## config.mk

```make
export PLATFORM = sky130hd
export DESIGN_NAME = wake_tmr
export DESIGN_NICKNAME = d
export VERILOG_FILES = /design/src/rtl/wake_tmr_pkg.sv /design/src/rtl/wt_ctl_reg.sv /design/src/rtl/wt_prescale.sv /design/src/rtl/wt_chain.sv /design/src/rtl/wake_tmr.sv
export SDC_FILE = /design/constraint.sdc
export NUM_CORES = 1
export LEC_CHECK = 0
export BUFFER_PORTS_ARGS = -buffer_cell sky130_fd_sc_hd__buf_4
export CAP_MARGIN = 15
export CORE_ASPECT_RATIO = 1.75
export CORE_MARGIN = 5
export CORE_UTILIZATION = 37
export DETAILED_ROUTE_END_ITERATION = 8
export GPL_TIMING_DRIVEN = 0
export SYNTH_ARGS = -nofsm -noshare
export SYNTH_HDL_FRONTEND = slang
export SYNTH_SLANG_ARGS = --single-unit
```

## constraint.sdc

```tcl
create_clock -name clk -period 6.1 [get_ports clk]
set_clock_uncertainty 0.1 [all_clocks]
set_input_delay 0.915 -clock clk [delete_from_list [all_inputs] [get_ports clk]]
set_output_delay 0.915 -clock clk [all_outputs]
set_load 0.005 [all_outputs]
```

## src/rtl/wake_tmr_pkg.sv

```systemverilog
package wake_tmr_pkg;

    typedef enum logic [1:0] {
        SRC_OFF  = 2'b00,
        SRC_DIV  = 2'b01,
        SRC_FAST = 2'b10,
        SRC_RSV  = 2'b11
    } src_e;

    typedef enum logic [1:0] {
        IVL_SLOW = 2'b00,
        IVL_MID  = 2'b01,
        IVL_FAST = 2'b10,
        IVL_ALT  = 2'b11
    } ivl_e;

    typedef struct packed {
        logic en;
        ivl_e ivl;
        src_e src;
    } ctl_t;

    localparam int CTL_W = $bits(ctl_t);

    function automatic logic uses_prescaler(ctl_t c);
        return c.en && (c.src == SRC_DIV);
    endfunction

    function automatic logic uses_fast(ctl_t c);
        return c.en && (c.src == SRC_FAST);
    endfunction

endpackage

```

## src/rtl/wt_ctl_reg.sv

```systemverilog
module wt_ctl_reg
    import wake_tmr_pkg::*;
(
    input  logic             clk,
    input  logic             rst,
    input  logic             wr,
    input  logic [CTL_W-1:0] wdata,
    output ctl_t             ctl
);

    always_ff @(posedge clk) begin
        if (rst) begin
            ctl <= '0;
        end else if (wr) begin
            ctl <= ctl_t'(wdata);
        end
    end


    ctl_store_chk: assert property (@(posedge clk) disable iff (rst)
        wr |=> (ctl == $past(wdata)));

endmodule

```

## src/rtl/wt_prescale.sv

```systemverilog
module wt_prescale #(
    parameter int PRE_W = 7
) (
    input  logic clk,
    input  logic rst,
    input  logic run,
    output logic tick
);

    logic [PRE_W-1:0] pre_q;

    always_ff @(posedge clk) begin
        if (rst) begin
            pre_q <= '0;
        end else if (run) begin
            pre_q <= pre_q + 1'b1;
        end
    end

    assign tick = run && (&pre_q);


    tick_spacing_chk: assert property (@(posedge clk) disable iff (rst)
        tick |=> !tick);


    pre_hold_chk: assert property (@(posedge clk) disable iff (rst)
        !run |=> $stable(pre_q));

endmodule

```

## src/rtl/wt_chain.sv

```systemverilog
module wt_chain
    import wake_tmr_pkg::*;
#(
    parameter int CNT_W    = 14,
    parameter int TAP_SLOW = 13,
    parameter int TAP_MID  = 12,
    parameter int TAP_FAST = 10
) (
    input  logic             clk,
    input  logic             rst,
    input  logic             step,
    input  ivl_e             ivl,
    output logic [CNT_W-1:0] cnt,
    output logic             irq
);

    localparam int IDX_W = $clog2(CNT_W);

    logic [CNT_W-1:0] cnt_nxt;
    logic [IDX_W-1:0] sel;

    always_comb begin
        unique case (ivl)
            IVL_MID:  sel = IDX_W'(TAP_MID);
            IVL_FAST: sel = IDX_W'(TAP_FAST);
            default:  sel = IDX_W'(TAP_SLOW);
        endcase
    end

    assign cnt_nxt = cnt + 1'b1;

    always_ff @(posedge clk) begin
        if (rst) begin
            cnt <= '0;
            irq <= 1'b0;
        end else begin
            if (step) begin
                cnt <= cnt_nxt;
            end
            irq <= step && !cnt[sel] && cnt_nxt[sel];
        end
    end


    irq_single_chk: assert property (@(posedge clk) disable iff (rst)
        irq |=> !irq);


    cnt_hold_chk: assert property (@(posedge clk) disable iff (rst)
        !step |=> $stable(cnt));


    wrap_quiet_chk: assert property (@(posedge clk) disable iff (rst)
        (step && (&cnt)) |=> (!irq && cnt == '0));

endmodule

```

## src/rtl/wake_tmr.sv

```systemverilog
module wake_tmr
    import wake_tmr_pkg::*;
#(
    parameter int CNT_W    = 14,
    parameter int PRE_W    = 7,
    parameter int TAP_SLOW = 13,
    parameter int TAP_MID  = 12,
    parameter int TAP_FAST = 10
) (
    input  logic             clk,
    input  logic             rst,
    input  logic             ctl_wr,
    input  logic [CTL_W-1:0] ctl_wdata,
    output logic [CTL_W-1:0] ctl_rdata,
    output logic [CNT_W-1:0] tap_o,
    output logic             wake_irq
);

    ctl_t ctl;
    logic pre_run;
    logic pre_tick;
    logic step;

    wt_ctl_reg u_ctl (
        .clk   (clk),
        .rst   (rst),
        .wr    (ctl_wr),
        .wdata (ctl_wdata),
        .ctl   (ctl)
    );

    assign pre_run = uses_prescaler(ctl);

    wt_prescale #(.PRE_W(PRE_W)) u_pre (
        .clk  (clk),
        .rst  (rst),
        .run  (pre_run),
        .tick (pre_tick)
    );

    assign step = uses_fast(ctl) || pre_tick;

    wt_chain #(
        .CNT_W    (CNT_W),
        .TAP_SLOW (TAP_SLOW),
        .TAP_MID  (TAP_MID),
        .TAP_FAST (TAP_FAST)
    ) u_chain (
        .clk  (clk),
        .rst  (rst),
        .step (step),
        .ivl  (ctl.ivl),
        .cnt  (tap_o),
        .irq  (wake_irq)
    );

    assign ctl_rdata = ctl;


    idle_src_chk: assert property (@(posedge clk) disable iff (rst)
        (ctl.src == SRC_OFF || ctl.src == SRC_RSV) |=> $stable(tap_o));


    fast_step_chk: assert property (@(posedge clk) disable iff (rst)
        (ctl.en && ctl.src == SRC_FAST) |=> (tap_o == $past(tap_o) + 1'b1));


    reset_clear_chk: assert property (@(posedge clk)
        rst |=> (tap_o == '0 && !wake_irq && ctl_rdata == '0));

endmodule

```

* Word level (Yosys, flattened, before mapping)
Cells that the tools add are included.
Cells by class: add/subtract/negate cells 2, order comparisons 1, eq/ne operators 4, multiplexer cells 5, reduce and logical (&&, ||, !) cells 8
Operators with widths (number):
- adder 14 x 1 -> 14 bit (second input constant) | 1
- binary-select mux 1 bit (select 4 bit) | 2
- adder 7 x 1 -> 7 bit (second input constant) | 1
- AND reduction 7 bit | 1
- one-hot mux 3 bit (2 select lines) | 1
- logical AND 1 bit | 5
- less-than comparator 4 x 5 -> 1 bit (second input constant) | 1
- == test 2 x 1 -> 1 bit (second input constant) | 2
- == test 2 bit (second input constant) | 2
- two-way mux 1 bit | 2
- zero test 1 bit | 1
- logical OR 1 bit | 1
Storage, ports and cells: register bits 27, output and inout bits 20, word-level logic and storage cells 26

* Depth between registers and ports, before layout
depth in word-level cells 7, gate-level depth with buffers 8, mapped depth without buffers 7

* Hierarchy
Synthesis repeated with hierarchy kept, for this count alone.
Unflattened totals: cell total of the unflattened synthesis 153, area total of the unflattened synthesis 1343.8 um^2
Modules (own cells, without submodules):
- wt_chain | instances 1, cells an instance 99, area an instance 832.0 um^2, sequential area each 300.3 um^2
- wt_prescale | instances 1, cells an instance 34, area an instance 311.5 um^2, sequential area each 140.1 um^2
- wt_ctl_reg | instances 1, cells an instance 16, area an instance 180.2 um^2, sequential area each 100.1 um^2
- wake_tmr | instances 1, cells an instance 4, area an instance 20.0 um^2, sequential area each 0.0 um^2

* Least setup slack after synthesis
Ideal clock, no wire load.
path type register to register, from register u_chain.cnt[3], to register u_chain.irq, library setup time 0.060 ns, arrival 1.860 ns, required time 5.940 ns, slack 4.080 ns, stages on the path, launching flop included 6, path buffers 0, period minus slack after synthesis 2.020 ns, path through dfxtp_1 > nand4_4 > or4_4 > mux2i_1 > a2111oi_1 > o2111a_1
Between the ends: longest elaborated chain between the ends 5, elaborated cells on any way between the ends 8
RTL lines:
- start: declaration | line wt_chain.sv:13 | output logic [CNT_W-1:0] cnt,
- start signal: assignment | line wt_chain.sv:38 | cnt <= cnt_nxt;
- parallel branches: the longest is 4 deep, another holds adder 14 x 1 -> 14 bit
- logical AND 1 bit * | line wt_chain.sv:40 | irq <= step && !cnt[sel] && cnt_nxt[sel];
- end signal: assignment | line wt_chain.sv:40
- end: declaration | line wt_chain.sv:14 | output logic irq
Every way passes the cells marked *. The select of a mux whose other input is x is not followed. A chain may end at the register's enable or synchronous reset.

* Worst setup path after layout
from register u_pre.pre_q[0], to register u_chain.cnt[9]
Between the ends: longest elaborated chain between the ends 3
RTL lines:
- start: declaration | line wt_prescale.sv:10 | logic [PRE_W-1:0] pre_q;
- start signal: assignment | line wt_prescale.sv:16 | pre_q <= pre_q + 1'b1;
- AND reduction 7 bit | line wt_prescale.sv:20 | assign tick = run && (&pre_q);
- logical AND 1 bit | line wt_prescale.sv:20
- logical OR 1 bit | line wake_tmr.sv:41 | assign step = uses_fast(ctl) || pre_tick;
No other way between the ends.

==> metrics.md <==
| Metric | Value |
|---|---|
| Final setup violating endpoints | 0 |
| Core Region | 0.00390 mm2 |
| Antenna cell count | 0 |
| Detail Placement HPWL | 2.62 mm |
| Largest area contributor in the netlist | dfxtp_1 |
| Post-synthesis sequential area ratio | 36.3% |
| Hold_buf cts | 0 |
| Required @ worst endpoint | 6160 ps |
| Nets | 206 |
| Worst path slowest cell | a2111oi_0 |
| Min Tclk post-route | 2230 ps |
| Number of I/O pins | 28 |
| Number of enable flip-flop cells after synthesis | 0 |
| Vias per cell | 5.13 |
| Netlist cell types | 38 |
| Critical path cell sequence | ha_1 -> and3_1 -> nand4_1 -> a2111oi_0 -> xnor2_1 -> nor2_1 |
| Worst Tran Pin Value | 722 ps |
| PwrDens | 173 mW/mm2 |
| Root buffer cell | clkbuf_8 |
| Clock power share | 33.1% |
| R2r endpoint | u_chain.cnt[9] |
| Yosys reg bits | 27 |
| Worst-case clock buffer depth | 2 |
| Crit start category | flip-flop |
| Worst vdd ir | 0.000138 V |
| CP Capture Type | flip-flop |
| WS Path Type | reg2reg |
| Placed instance area | 0.00174 mm2 |
| CTS tree | done |
| Crit path launch | u_pre.pre_q[0] |
| CP bufs+invs | 0 |
| Hold Path Class | reg2reg |
| Multi-input logic area | 863 um2 |
| Antenna-violating nets left | 0 |
| CP peak stage delay | 760 ps |
| Inst Count DP | 237 |
| Worst slew margin | 50.6% |
| Asr flop ratio synth | 0% |
| Seq pwr share | 58.4% |
| Routed vias | 1,237 |
| Switch Pwr | 0.0000703 W |
| Reg2Reg Setup Slack | 3870 ps |
| Wire length per cell | 13.8 um |
| Post-Route Setup TNS | 0 ps |
| Cell count after synthesis | 164 |
| Cells resized by post-CTS repair | 0 |
| Max H-tree Level | 1 |
| Int Pwr | 0.000239 W |
| Initial Utilization | 38.2% |
| Clk slew on worst S/H paths | 90 ps |
| Routed WL | 3.32 mm |
| Worst Reg2Reg Path Length in Cells | 6 |
| Maximum clock frequency | 449 MHz |
| Max_cap viols | 0 |
| Initial antenna violation count | 0 |
| Fin area | 0.00178 mm2 |
| Comb power frac | 8.5% |
| Gpl congestion | 0.853 |
| Global route overflow | 0 |
| Layout cell share with drive strength beyond 1 | 21.2% |
| Hold Fails Final Rpt | 0 |
| Horiz. Die Dim | 58.0 um |
| First-pass GRT wire length | 5.89 mm |
| DRC violations left | 0 |
| Largest net degree at the start of global routing | 15 |
| Post-Syn Nets | 176 |
| End of the critical path | u_chain.cnt[9] |
| Crit path max fanout | 5 |
| Pleak | 0.699 nW |
| Die Y | 94.0 um |
| Std-Cell Rows | 30 |
| Mapped cell area | 0.00149 mm2 |
| Clk_lat worst skew | 270 ps |
| Total Routing Usage GR | 13.6% |
| Register Area | 541 um2 |
| Postcts setup bufs | 0 |
| Crit path depth | 6 |
| Share of the synthesized area in the top cell type | 36.3% |
| RSZ-0062 raised after global routing | false |
| Top cells by area, synth | dfxtp_1, xnor2_1, nor2_1 |
| Number of warnings issued by yosys | 0 |
| First-pass DRT Iterations | 4 |
| Sink Count | 27 |
| CTS buffer count | 3 |
| Period utilization | 36.5% |
| IO buf count | 25 |
| Outcome | finished clean |
| CP Data Arrival Time | 2280 ps |
| Post-route insts no fill | 241 |
| Primary FF master, synth | dfxtp_1 |
| Dominant delay contributor by cell family on the critical path | compound AO/OA/AOI/OAI gates |
| Max-slew violations | 0 |
| Layout fillers | 415 |
| Mean Syn Cell Area | 9.09 um2 |
| Vias in the first global route | 1,292 |
| 1st-iter DRT viols | 27 |
| Area delta synth->final | 19.6% |
| Die area | 0.00545 mm2 |
| R2r startpoint | u_pre.pre_q[0] |
| Switching part of the total power | 22.7% |
-- logic make-up (layout without fill, tap and decap cells) --
kind of cell,after synthesis,count (layout),share of synthesized area (%)
adders and majority gates,4,4,3.36
DFF,27,27,36.3
and+or+nand+nor,71,71,25.3
buffers and inverters,11,40,5.79
muxes,10,10,7.56
xor gates and xnor gates,21,21,12.3
AOI/OAI and AO/OA,20,20,9.40
-- cells in the mapped netlist, types with 2 or more instances --
cell type   n
nor2_1     28
dfxtp_1    27
xnor2_1    16
mux2i_1     9
nand2_1     9
nand3_1     9
a21oi_1     8
xor2_1      5
a21boi_0    4
ha_1        4
and2_1      3
and3_1      3
clkbuf_1    3
clkbuf_8    3
nor4_1      3
a211oi_1    2
buf_4       2
inv_1       2
nand3b_1    2
nand4_1     2
nor2b_1     2
nor3_1      2
-- power groups by stage --
stage,Clock (W),Combinational (W),Sequential [W]
floorplan,0,0.0000172,0.000185
global placement,0,0.0000263,0.000185
detailed placement,0,0.0000269,0.000185
CTS,0.000106,0.0000269,0.000181
global route,0.000114,0.0000291,0.000181
finish,0.000102,0.0000263,0.000181
-- per-layer routing --
metal | GRT usage (%) | vias up | routed length, um
li1 | - | 626 | -
met1 | 14.6 | 576 | 1270
met2 | 25.3 | 27 | 1830
met3 | 2.06 | 8 | 135
met4 | 6.19 | 0 | 92
met5 | 0 | - | 0
-- registers in the layout (all words and copies together), names as in the netlist --
signal,cells
u_ctl.ctl,5
u_pre.pre_q,7
u_chain.irq,1
u_chain.cnt,14
-- worst min-delay path by stage --
stage,start,end,slack [ps],depth (start not counted)
floorplan,u_pre.pre_q[5],u_pre.pre_q[5],380,2
global placement,u_pre.pre_q[6],u_pre.pre_q[6],400,2
detailed placement,u_pre.pre_q[6],u_pre.pre_q[6],400,2
CTS,u_chain.cnt[1],u_chain.cnt[1],430,2
global route,u_chain.cnt[1],u_chain.cnt[1],450,2
finish,u_chain.cnt[1],u_chain.cnt[1],430,2
-- worst reg2reg max path: stages (launching register included) --
cell       delay [ps]
dfxtp_1           380
ha_1              180
and3_1            210
nand4_1           240
a2111oi_0         760
xnor2_1           200
nor2_1             50
-- through the flow --
stage,util (%),setup WS (ps),total power [W],hold slack [ps]
floorplan,-,4080,0.000202,376
global placement,44.5,3930,0.000211,395
detailed placement,44.5,3870,0.000212,404
CTS,45.7,3860,0.000313,433
global route,45.7,3730,0.000324,451
finish,45.7,3870,0.000309,430
-- cell type report --
type / count / share of cell area, %
Sequential cell: 27 / 30.3
Inverter: 2 / 0.421
Timing Repair Buffer: 25 / 10.5
Multi-Input combinational cell: 126 / 48.4
Clock buffer: 4 / 2.53
Tap cell: 48 / 3.37
Buffer: 9 / 4.42
-- cell usage in the layout, fill, tap and decap left out, types with 2 or more instances in the layout --
cell type / n
nand4_1: 2
nor2_1: 28
clkbuf_8: 6
nand2_1: 9
nor4_1: 3
nand3_1: 9
clkbuf_1: 4
nor3_1: 2
a211oi_1: 2
buf_4: 27
and2_1: 3
mux2i_1: 9
ha_1: 4
a21oi_1: 8
dfxtp_1: 27
xnor2_1: 16
nand3b_1: 2
and3_1: 3
inv_1: 2
nor2b_1: 2
a21boi_0: 4
xor2_1: 5
Note: power is estimated with default switching activity, not from simulation.
